[src/rtl/asw_fmt_pkg.sv]
// Shared constants, types and helpers for the audio sample word formatter.
package asw_fmt_pkg;

    localparam int WORD_W = 32;
    localparam int SLOT_W = 24;
    localparam int PRE_W  = 4;
    localparam int HALF_W = WORD_W / 2;

    typedef enum logic [1:0] {
        WM_16  = 2'd0,
        WM_20  = 2'd1,
        WM_24  = 2'd2,
        WM_RAW = 2'd3
    } width_mode_e;

    localparam logic [PRE_W-1:0] PRE_LEFT  = 4'h1;
    localparam logic [PRE_W-1:0] PRE_RIGHT = 4'h2;

    typedef struct packed {
        logic              p;
        logic              c;
        logic              u;
        logic              v;
        logic [PRE_W-1:0]  pre;
        logic [SLOT_W-1:0] slot;
    } subframe_t;

    // Even-parity bit over slot and V/U/C flags.
    function automatic logic even_par(input logic [SLOT_W-1:0] slot,
                                      input logic v, input logic u, input logic c);
        return ^{slot, v, u, c};
    endfunction

endpackage

[src/rtl/asw_tx_packer.sv]
// Transmit formatter: builds one subframe per serializer request from the
// head word of the transmit FIFO. Assumes the FIFO holds word and valid
// stable until popped, and that configuration changes only between streams.
module asw_tx_packer
    import asw_fmt_pkg::*;
(
    input  logic              clk,
    input  logic              rst_n,
    input  width_mode_e       width_i,
    input  logic              pack_i,
    input  logic              vflag_i,
    input  logic              ubit_i,
    input  logic              cbit_i,
    input  logic [WORD_W-1:0] word_i,
    input  logic              word_valid_i,
    output logic              word_ready_o,
    input  logic              req_i,
    output subframe_t         sub_o,
    output logic              sub_valid_o,
    output logic              sub_left_o,
    output logic              underrun_o
);

    logic      next_left_q;
    logic      pack_eff;
    subframe_t sub_d;

    assign pack_eff = pack_i && (width_i == WM_16);

    // Pop on every unpacked request, or on the right half of a packed pair.
    assign word_ready_o = req_i && word_valid_i && (!pack_eff || !next_left_q);

    // Assemble the next subframe from the FIFO head word and flag inputs.
    always_comb begin
        sub_d      = '0;
        sub_d.pre  = next_left_q ? PRE_LEFT : PRE_RIGHT;
        sub_d.v    = vflag_i;
        sub_d.u    = ubit_i;
        sub_d.c    = cbit_i;
        if (!word_valid_i) begin
            sub_d.v    = 1'b1;
            sub_d.slot = '0;
        end else if (width_i == WM_RAW) begin
            sub_d.slot = word_i[27:4];
            sub_d.pre  = word_i[3:0];
            sub_d.v    = word_i[28];
            sub_d.u    = word_i[29];
            sub_d.c    = word_i[30];
        end else if (pack_eff) begin
            sub_d.slot = {(next_left_q ? word_i[HALF_W-1:0] : word_i[WORD_W-1:HALF_W]),
                          {(SLOT_W-HALF_W){1'b0}}};
        end else begin
            unique case (width_i)
                WM_16:   sub_d.slot = {word_i[15:0], 8'h00};
                WM_20:   sub_d.slot = {word_i[19:0], 4'h0};
                default: sub_d.slot = word_i[SLOT_W-1:0];
            endcase
        end
        if (word_valid_i && width_i == WM_RAW)
            sub_d.p = word_i[31];
        else
            sub_d.p = even_par(sub_d.slot, sub_d.v, sub_d.u, sub_d.c);
    end

    // Register the subframe and advance the channel on each request.
    always_ff @(posedge clk) begin
        if (!rst_n) begin
            next_left_q <= 1'b1;
            sub_valid_o <= 1'b0;
            underrun_o  <= 1'b0;
            sub_left_o  <= 1'b0;
            sub_o       <= '0;
        end else begin
            sub_valid_o <= req_i;
            underrun_o  <= req_i && !word_valid_i;
            if (req_i) begin
                sub_o       <= sub_d;
                sub_left_o  <= next_left_q;
                next_left_q <= !next_left_q;
            end
        end
    end

endmodule

[src/rtl/asw_rx_unpacker.sv]
// Receive formatter: turns captured subframes into FIFO words after locking
// onto the configured start channel. Holds one word until the FIFO accepts
// it. Assumes configuration changes only with reset.
module asw_rx_unpacker
    import asw_fmt_pkg::*;
(
    input  logic              clk,
    input  logic              rst_n,
    input  width_mode_e       width_i,
    input  logic              pack_i,
    input  logic              start_left_i,
    input  subframe_t         sub_i,
    input  logic              sub_valid_i,
    input  logic              sub_left_i,
    output logic [WORD_W-1:0] word_o,
    output logic              word_valid_o,
    input  logic              word_ready_i,
    output logic              overrun_o
);

    logic              locked_q;
    logic              have_q;
    logic [WORD_W-1:0] acc_q;
    logic              pack_eff;
    logic              take;
    logic              complete;
    logic              can_load;
    logic [WORD_W-1:0] half_w;
    logic [WORD_W-1:0] fmt_w;
    logic [WORD_W-1:0] new_w;
    logic [SLOT_W-1:0] body;

    assign pack_eff = pack_i && (width_i == WM_16);
    assign take     = sub_valid_i && (locked_q || (sub_left_i == start_left_i));
    assign complete = take && (!pack_eff || have_q);
    assign can_load = !word_valid_o || word_ready_i;

    // Place a 16-bit sample in the half of the word that matches its channel.
    always_comb begin
        if (sub_left_i)
            half_w = {{HALF_W{1'b0}}, sub_i.slot[SLOT_W-1 -: HALF_W]};
        else
            half_w = {sub_i.slot[SLOT_W-1 -: HALF_W], {HALF_W{1'b0}}};
    end

    // Right-justify the sample for the unpacked layouts.
    always_comb begin
        unique case (width_i)
            WM_16:   body = {8'h00, sub_i.slot[23:8]};
            WM_20:   body = {4'h0, sub_i.slot[23:4]};
            default: body = sub_i.slot;
        endcase
        fmt_w = {sub_i.p, sub_i.c, sub_i.u, sub_i.v, sub_i.pre, body};
        new_w = pack_eff ? (acc_q | half_w) : fmt_w;
    end

    // Track lock and pair state, and load or drop completed words.
    always_ff @(posedge clk) begin
        if (!rst_n) begin
            locked_q     <= 1'b0;
            have_q       <= 1'b0;
            acc_q        <= '0;
            word_o       <= '0;
            word_valid_o <= 1'b0;
            overrun_o    <= 1'b0;
        end else begin
            if (take) begin
                locked_q <= 1'b1;
                if (pack_eff && !have_q) begin
                    acc_q  <= half_w;
                    have_q <= 1'b1;
                end else begin
                    have_q <= 1'b0;
                end
            end
            overrun_o <= complete && !can_load;
            if (complete && can_load) begin
                word_o       <= new_w;
                word_valid_o <= 1'b1;
            end else if (word_ready_i) begin
                word_valid_o <= 1'b0;
            end
        end
    end

endmodule

[src/rtl/asw_formatter.sv]
// Top of the audio sample word formatter: joins the transmit packer and the
// receive unpacker and maps their structured ports onto flat pins.
module asw_formatter
    import asw_fmt_pkg::*;
(
    input  logic                 clk,
    input  logic                 rst_n,
    input  logic [1:0]           cfg_width,
    input  logic                 cfg_pack,
    input  logic                 cfg_rx_start_left,
    input  logic [WORD_W-1:0]    tx_word,
    input  logic                 tx_valid,
    output logic                 tx_ready,
    input  logic                 tx_req,
    input  logic                 tx_vflag,
    input  logic                 tx_ubit,
    input  logic                 tx_cbit,
    output logic                 tx_sub_valid,
    output logic                 tx_sub_left,
    output logic [SLOT_W-1:0]    tx_sub_slot,
    output logic                 tx_sub_v,
    output logic                 tx_sub_u,
    output logic                 tx_sub_c,
    output logic                 tx_sub_p,
    output logic [PRE_W-1:0]     tx_sub_pre,
    output logic                 tx_underrun,
    input  logic                 rx_sub_valid,
    input  logic                 rx_sub_left,
    input  logic [SLOT_W-1:0]    rx_sub_slot,
    input  logic                 rx_sub_v,
    input  logic                 rx_sub_u,
    input  logic                 rx_sub_c,
    input  logic                 rx_sub_p,
    input  logic [PRE_W-1:0]     rx_sub_pre,
    output logic [WORD_W-1:0]    rx_word,
    output logic                 rx_word_valid,
    input  logic                 rx_word_ready,
    output logic                 rx_overrun
);

    width_mode_e width_m;
    subframe_t   tx_sub;
    subframe_t   rx_sub;

    assign width_m = width_mode_e'(cfg_width);

    // Flatten the transmit subframe onto output pins.
    assign tx_sub_slot = tx_sub.slot;
    assign tx_sub_v    = tx_sub.v;
    assign tx_sub_u    = tx_sub.u;
    assign tx_sub_c    = tx_sub.c;
    assign tx_sub_p    = tx_sub.p;
    assign tx_sub_pre  = tx_sub.pre;

    // Gather the receive pins into a subframe.
    assign rx_sub = '{p: rx_sub_p, c: rx_sub_c, u: rx_sub_u, v: rx_sub_v,
                      pre: rx_sub_pre, slot: rx_sub_slot};

    asw_tx_packer u_tx (
        .clk          (clk),
        .rst_n        (rst_n),
        .width_i      (width_m),
        .pack_i       (cfg_pack),
        .vflag_i      (tx_vflag),
        .ubit_i       (tx_ubit),
        .cbit_i       (tx_cbit),
        .word_i       (tx_word),
        .word_valid_i (tx_valid),
        .word_ready_o (tx_ready),
        .req_i        (tx_req),
        .sub_o        (tx_sub),
        .sub_valid_o  (tx_sub_valid),
        .sub_left_o   (tx_sub_left),
        .underrun_o   (tx_underrun)
    );

    asw_rx_unpacker u_rx (
        .clk          (clk),
        .rst_n        (rst_n),
        .width_i      (width_m),
        .pack_i       (cfg_pack),
        .start_left_i (cfg_rx_start_left),
        .sub_i        (rx_sub),
        .sub_valid_i  (rx_sub_valid),
        .sub_left_i   (rx_sub_left),
        .word_o       (rx_word),
        .word_valid_o (rx_word_valid),
        .word_ready_i (rx_word_ready),
        .overrun_o    (rx_overrun)
    );

endmodule

[config.mk]
export PLATFORM = sky130hd
export DESIGN_NAME = asw_formatter
export DESIGN_NICKNAME = d
export VERILOG_FILES = /design/src/rtl/asw_fmt_pkg.sv /design/src/rtl/asw_tx_packer.sv /design/src/rtl/asw_rx_unpacker.sv /design/src/rtl/asw_formatter.sv
export SDC_FILE = /design/constraint.sdc
export NUM_CORES = 1
export LEC_CHECK = 0
export BUFFER_PORTS_ARGS = -buffer_cell sky130_fd_sc_hd__buf_4
export CAP_MARGIN = 15
export CORE_ASPECT_RATIO = 1.75
export CORE_MARGIN = 5
export CORE_UTILIZATION = 50
export CTS_CLUSTER_DIAMETER = 80
export DETAILED_ROUTE_END_ITERATION = 10
export GPL_TIMING_DRIVEN = 0
export PLACE_DENSITY = 0.78
export SYNTH_ARGS = -nofsm -noshare
export SYNTH_HDL_FRONTEND = slang
export SYNTH_SLANG_ARGS = --single-unit
export TNS_END_PERCENT = 5
[constraint.sdc]
create_clock -name clk -period 5.6 [get_ports clk]
set_input_delay 0.28 -clock clk [delete_from_list [all_inputs] [get_ports clk]]
set_output_delay 0.28 -clock clk [all_outputs]
set_load 0.05 [all_outputs]
==> run metrics <==
run status=complete, no violations; Die ar.=0.01405 mm^2; global-route wire length before repair=33350 um; Placement Setup Slack=2.488 ns; simple-gate share of the synthesized area=24.04%; LEAKAGE=3.060 nW; sequential standard cell area=0.002082 mm^2; synthesis warning total=0; detailed placement HPWL=17130 um; share of the synthesized area in compound gates (AO/OA/AOI/OAI)=22.50%; Layout Nets=1015; clock-pin slew on the worst setup and hold paths=0.07 ns; Post-synth EDFFs=0; ys async rst share=0%; largest family of logic cells by synthesized area=simple AND/OR/NAND/NOR gates; number of nets with antenna violations after detailed routing=0; final design utilization=64.23%; power per cell area=274.2 mW/mm^2; max-slew violations=0; overall routing resource usage=30.48%; total number of H-tree levels=3; cell at the root of the clock tree=sky130_fd_sc_hd__clkbuf_16; area occupied by multi-input gates=0.003451 mm^2; number of clock sinks seen by CTS=104; data required time at the worst endpoint=5.86 ns; Post-Route Setup TNS=0 ns; setup slack of the most critical reg-to-reg path=2.76 ns; slew at the pin closest to its max-slew limit=0.9125 ns; core area=0.01152 mm^2; clk_lat worst skew=0.35 ns; setup clock skew after layout=0.009828 ns; layout-stage area growth over the synthesis result=26.43%; Chip Height=153.1 um; pin count of the biggest net entering global routing=18; Distinct cells, synth=56; IO Pins=148; number of buffers inserted to repair setup after CTS=0; final worst-path cycle share=50.80%; DRC violation count after routing=0; DR iter-0 viols=438; router iterations before antenna repair=5; number of synthesized register bits=104; Via density=5.971; row count=52; horizontal extent of the die=91.77 um; number of endpoints with negative hold slack in the final report=0; XOR/XNOR Fraction of Synth Area=4.577%; hold buffer count at cts=0; net count of the mapped netlist=859; adder-cell area share of the yosys netlist=0%; kind of start point of the critical path=flop; final setup fails=0; final cell count without fillers=1077; worst min-delay path class=in2reg; Max Fanout on Critical Path=8; category of the most critical setup path=reg2reg; fraction of the yosys area taken by sequential cells=35.59%; worst slew margin relative to its limit=39.17%; Mapped Cells=781; layout filler cell count=1076; Post-Synthesis Cell Area=0.005851 mm^2; WL final=22010 um; layout cells sized above 1=21.02%; initial standard-cell utilization of the core=50.80%; Worst Path Arrival=3.10 ns; slack of the critical path=2.755 ns; Buffers on Ports=145; number of global-route vias before repair=6185; total of max-cap violations=0; top_reg_cell synth=sky130_fd_sc_hd__dfxtp_1; number of placed cells counting well taps=1061; final global-route overflow total=0; Avg Cell Area, Syn=7.491 um^2; detailed-route via count=6431; number of gates given a new drive strength after cts=0; time the final worst path needs with I/O delays and setup=2.845 ns; antenna cell count=0; number of buffers created by CTS=9; post-detailed-route wirelength per cell=20.43 um; placer's final routability congestion estimate=1.033; RSZ-0062 raised after global routing=false; buffer levels on the longest clock path=2; initial antenna violation count=0; Worst setup EP type=flop; post-route total power=2.028 mW; clock tree from TritonCTS=yes; top achievable clock speed=351.5 MHz; worst-case vdd ir drop=0.0002152 V; post-synthesis mux area share=7.870%
[flip-flops by register name, indices dropped and copies added (netlist names)]
signal,flops
u_rx.acc_q,32
u_rx.have_q,1
u_rx.locked_q,1
u_rx.overrun_o,1
u_rx.word_o,32
u_rx.word_valid_o,1
u_tx.next_left_q,1
u_tx.sub_left_o,1
u_tx.sub_o,32
u_tx.sub_valid_o,1
u_tx.underrun_o,1
[cell usage in the layout, fill, tap and decap left out, types with 22 or more instances in the layout]
| cell type | Yosys | routed |
|---|---|---|
| sky130_fd_sc_hd__buf_4 | 1 | 146 |
| sky130_fd_sc_hd__nor2_1 | 129 | 129 |
| sky130_fd_sc_hd__a21oi_1 | 115 | 115 |
| sky130_fd_sc_hd__dfxtp_1 | 104 | 104 |
| sky130_fd_sc_hd__nand2_1 | 83 | 83 |
| sky130_fd_sc_hd__clkbuf_1 | 47 | 47 |
| sky130_fd_sc_hd__mux2i_1 | 37 | 37 |
| sky130_fd_sc_hd__nor3_1 | 34 | 34 |
| sky130_fd_sc_hd__o21ai_0 | 30 | 30 |
| sky130_fd_sc_hd__nand3_1 | 22 | 22 |
[synth_stat cells (all sizes together) (3+ instances only)]
cell type / n / area [um^2]
mux2i: 37 / 370.4
xnor3: 3 / 67.56
or3b: 6 / 52.56
o2111ai: 5 / 43.79
o22ai: 6 / 37.54
a21oi: 116 / 584.3
nor2b: 21 / 131.4
a211oi: 17 / 127.6
a311oi: 8 / 70.07
nand2: 83 / 311.6
xnor2: 19 / 166.4
o221a: 6 / 67.56
a21o: 4 / 30.03
inv: 6 / 22.52
nor3: 34 / 170.2
o21ai: 32 / 160.1
nor2: 129 / 484.2
dfxtp: 104 / 2082
nand3: 22 / 110.1
clkbuf: 47 / 176.4
a22oi: 3 / 22.52
mux2: 8 / 90.09
xor2: 3 / 33.79
and2: 3 / 18.77
a221oi: 3 / 26.28
buf: 21 / 118.9
nand2b: 10 / 62.56
nor3b: 4 / 30.03
[path summary, 6_finish.rpt]
| kind | from | endpoint | cells after the start |
|---|---|---|---|
| max | u_tx.next_left_q | u_tx.sub_o[31] | 9 |
| min | rst_n | u_tx.next_left_q | 2 |
| max reg2reg | u_tx.next_left_q | u_tx.sub_o[31] | 9 |
| min reg2reg | u_rx.acc_q[20] | u_rx.acc_q[20] | 2 |
[power breakdown]
group	total (mW)	switching [mW]	leakage, nW	internal (mW)
logic	0.612	0.380	2.07	0.233
clock network	0.619	0.289	0.147	0.330
registers	0.797	0.0209	0.848	0.777
total	2.03	0.690	3.06	1.34
[worst max-delay path: stages, from the launching register on]
cell and delay [ns]:
sky130_fd_sc_hd__dfxtp_1 0.31, sky130_fd_sc_hd__buf_2 0.26, sky130_fd_sc_hd__nand2b_1 0.14, sky130_fd_sc_hd__buf_2 0.18, sky130_fd_sc_hd__mux2i_1 0.10, sky130_fd_sc_hd__a21boi_0 0.66
sky130_fd_sc_hd__xnor2_1 0.19, sky130_fd_sc_hd__xnor3_1 0.36, sky130_fd_sc_hd__xnor3_1 0.37, sky130_fd_sc_hd__o32ai_2 0.19
[stage by stage]
step / cell area [um^2] / hold WS, ns
floorplan: 5851 / 0.3419
global route: 7397 / 0.1597
global placement: 7108 / 0.4390
finish: 7397 / 0.1520
detailed placement: 7108 / 0.4456
CTS: 7397 / 0.1521
[kinds of logic (layout without fill, tap and decap cells)]
group | Yosys count | count (layout)
buffers and inverters | 74 | 235
and+or+nand+nor | 317 | 317
muxes | 45 | 45
DFF | 104 | 104
AOI/OAI and AO/OA | 216 | 216
xor gates and xnor gates | 25 | 25
[layer usage]
metal,part of all wire [%],global-route usage (%),vias up
met4,8.8,25.58,0
met1,33,30.51,2960
met2,51,54.31,334
li1,-,-,3033
met5,0,0,-
met3,6.8,4.378,104
[area by class of cell]
type	instances	area share [%]
clock buffers	11	3.417
repair buffers	145	14.72
inverters	6	0.3045
multi-input cells	603	46.65
well taps	135	2.283
clock inverters	5	0.4905
flip-flops and latches	104	28.15
plain buffers	68	3.992
(Power assumes the default switching activity.)
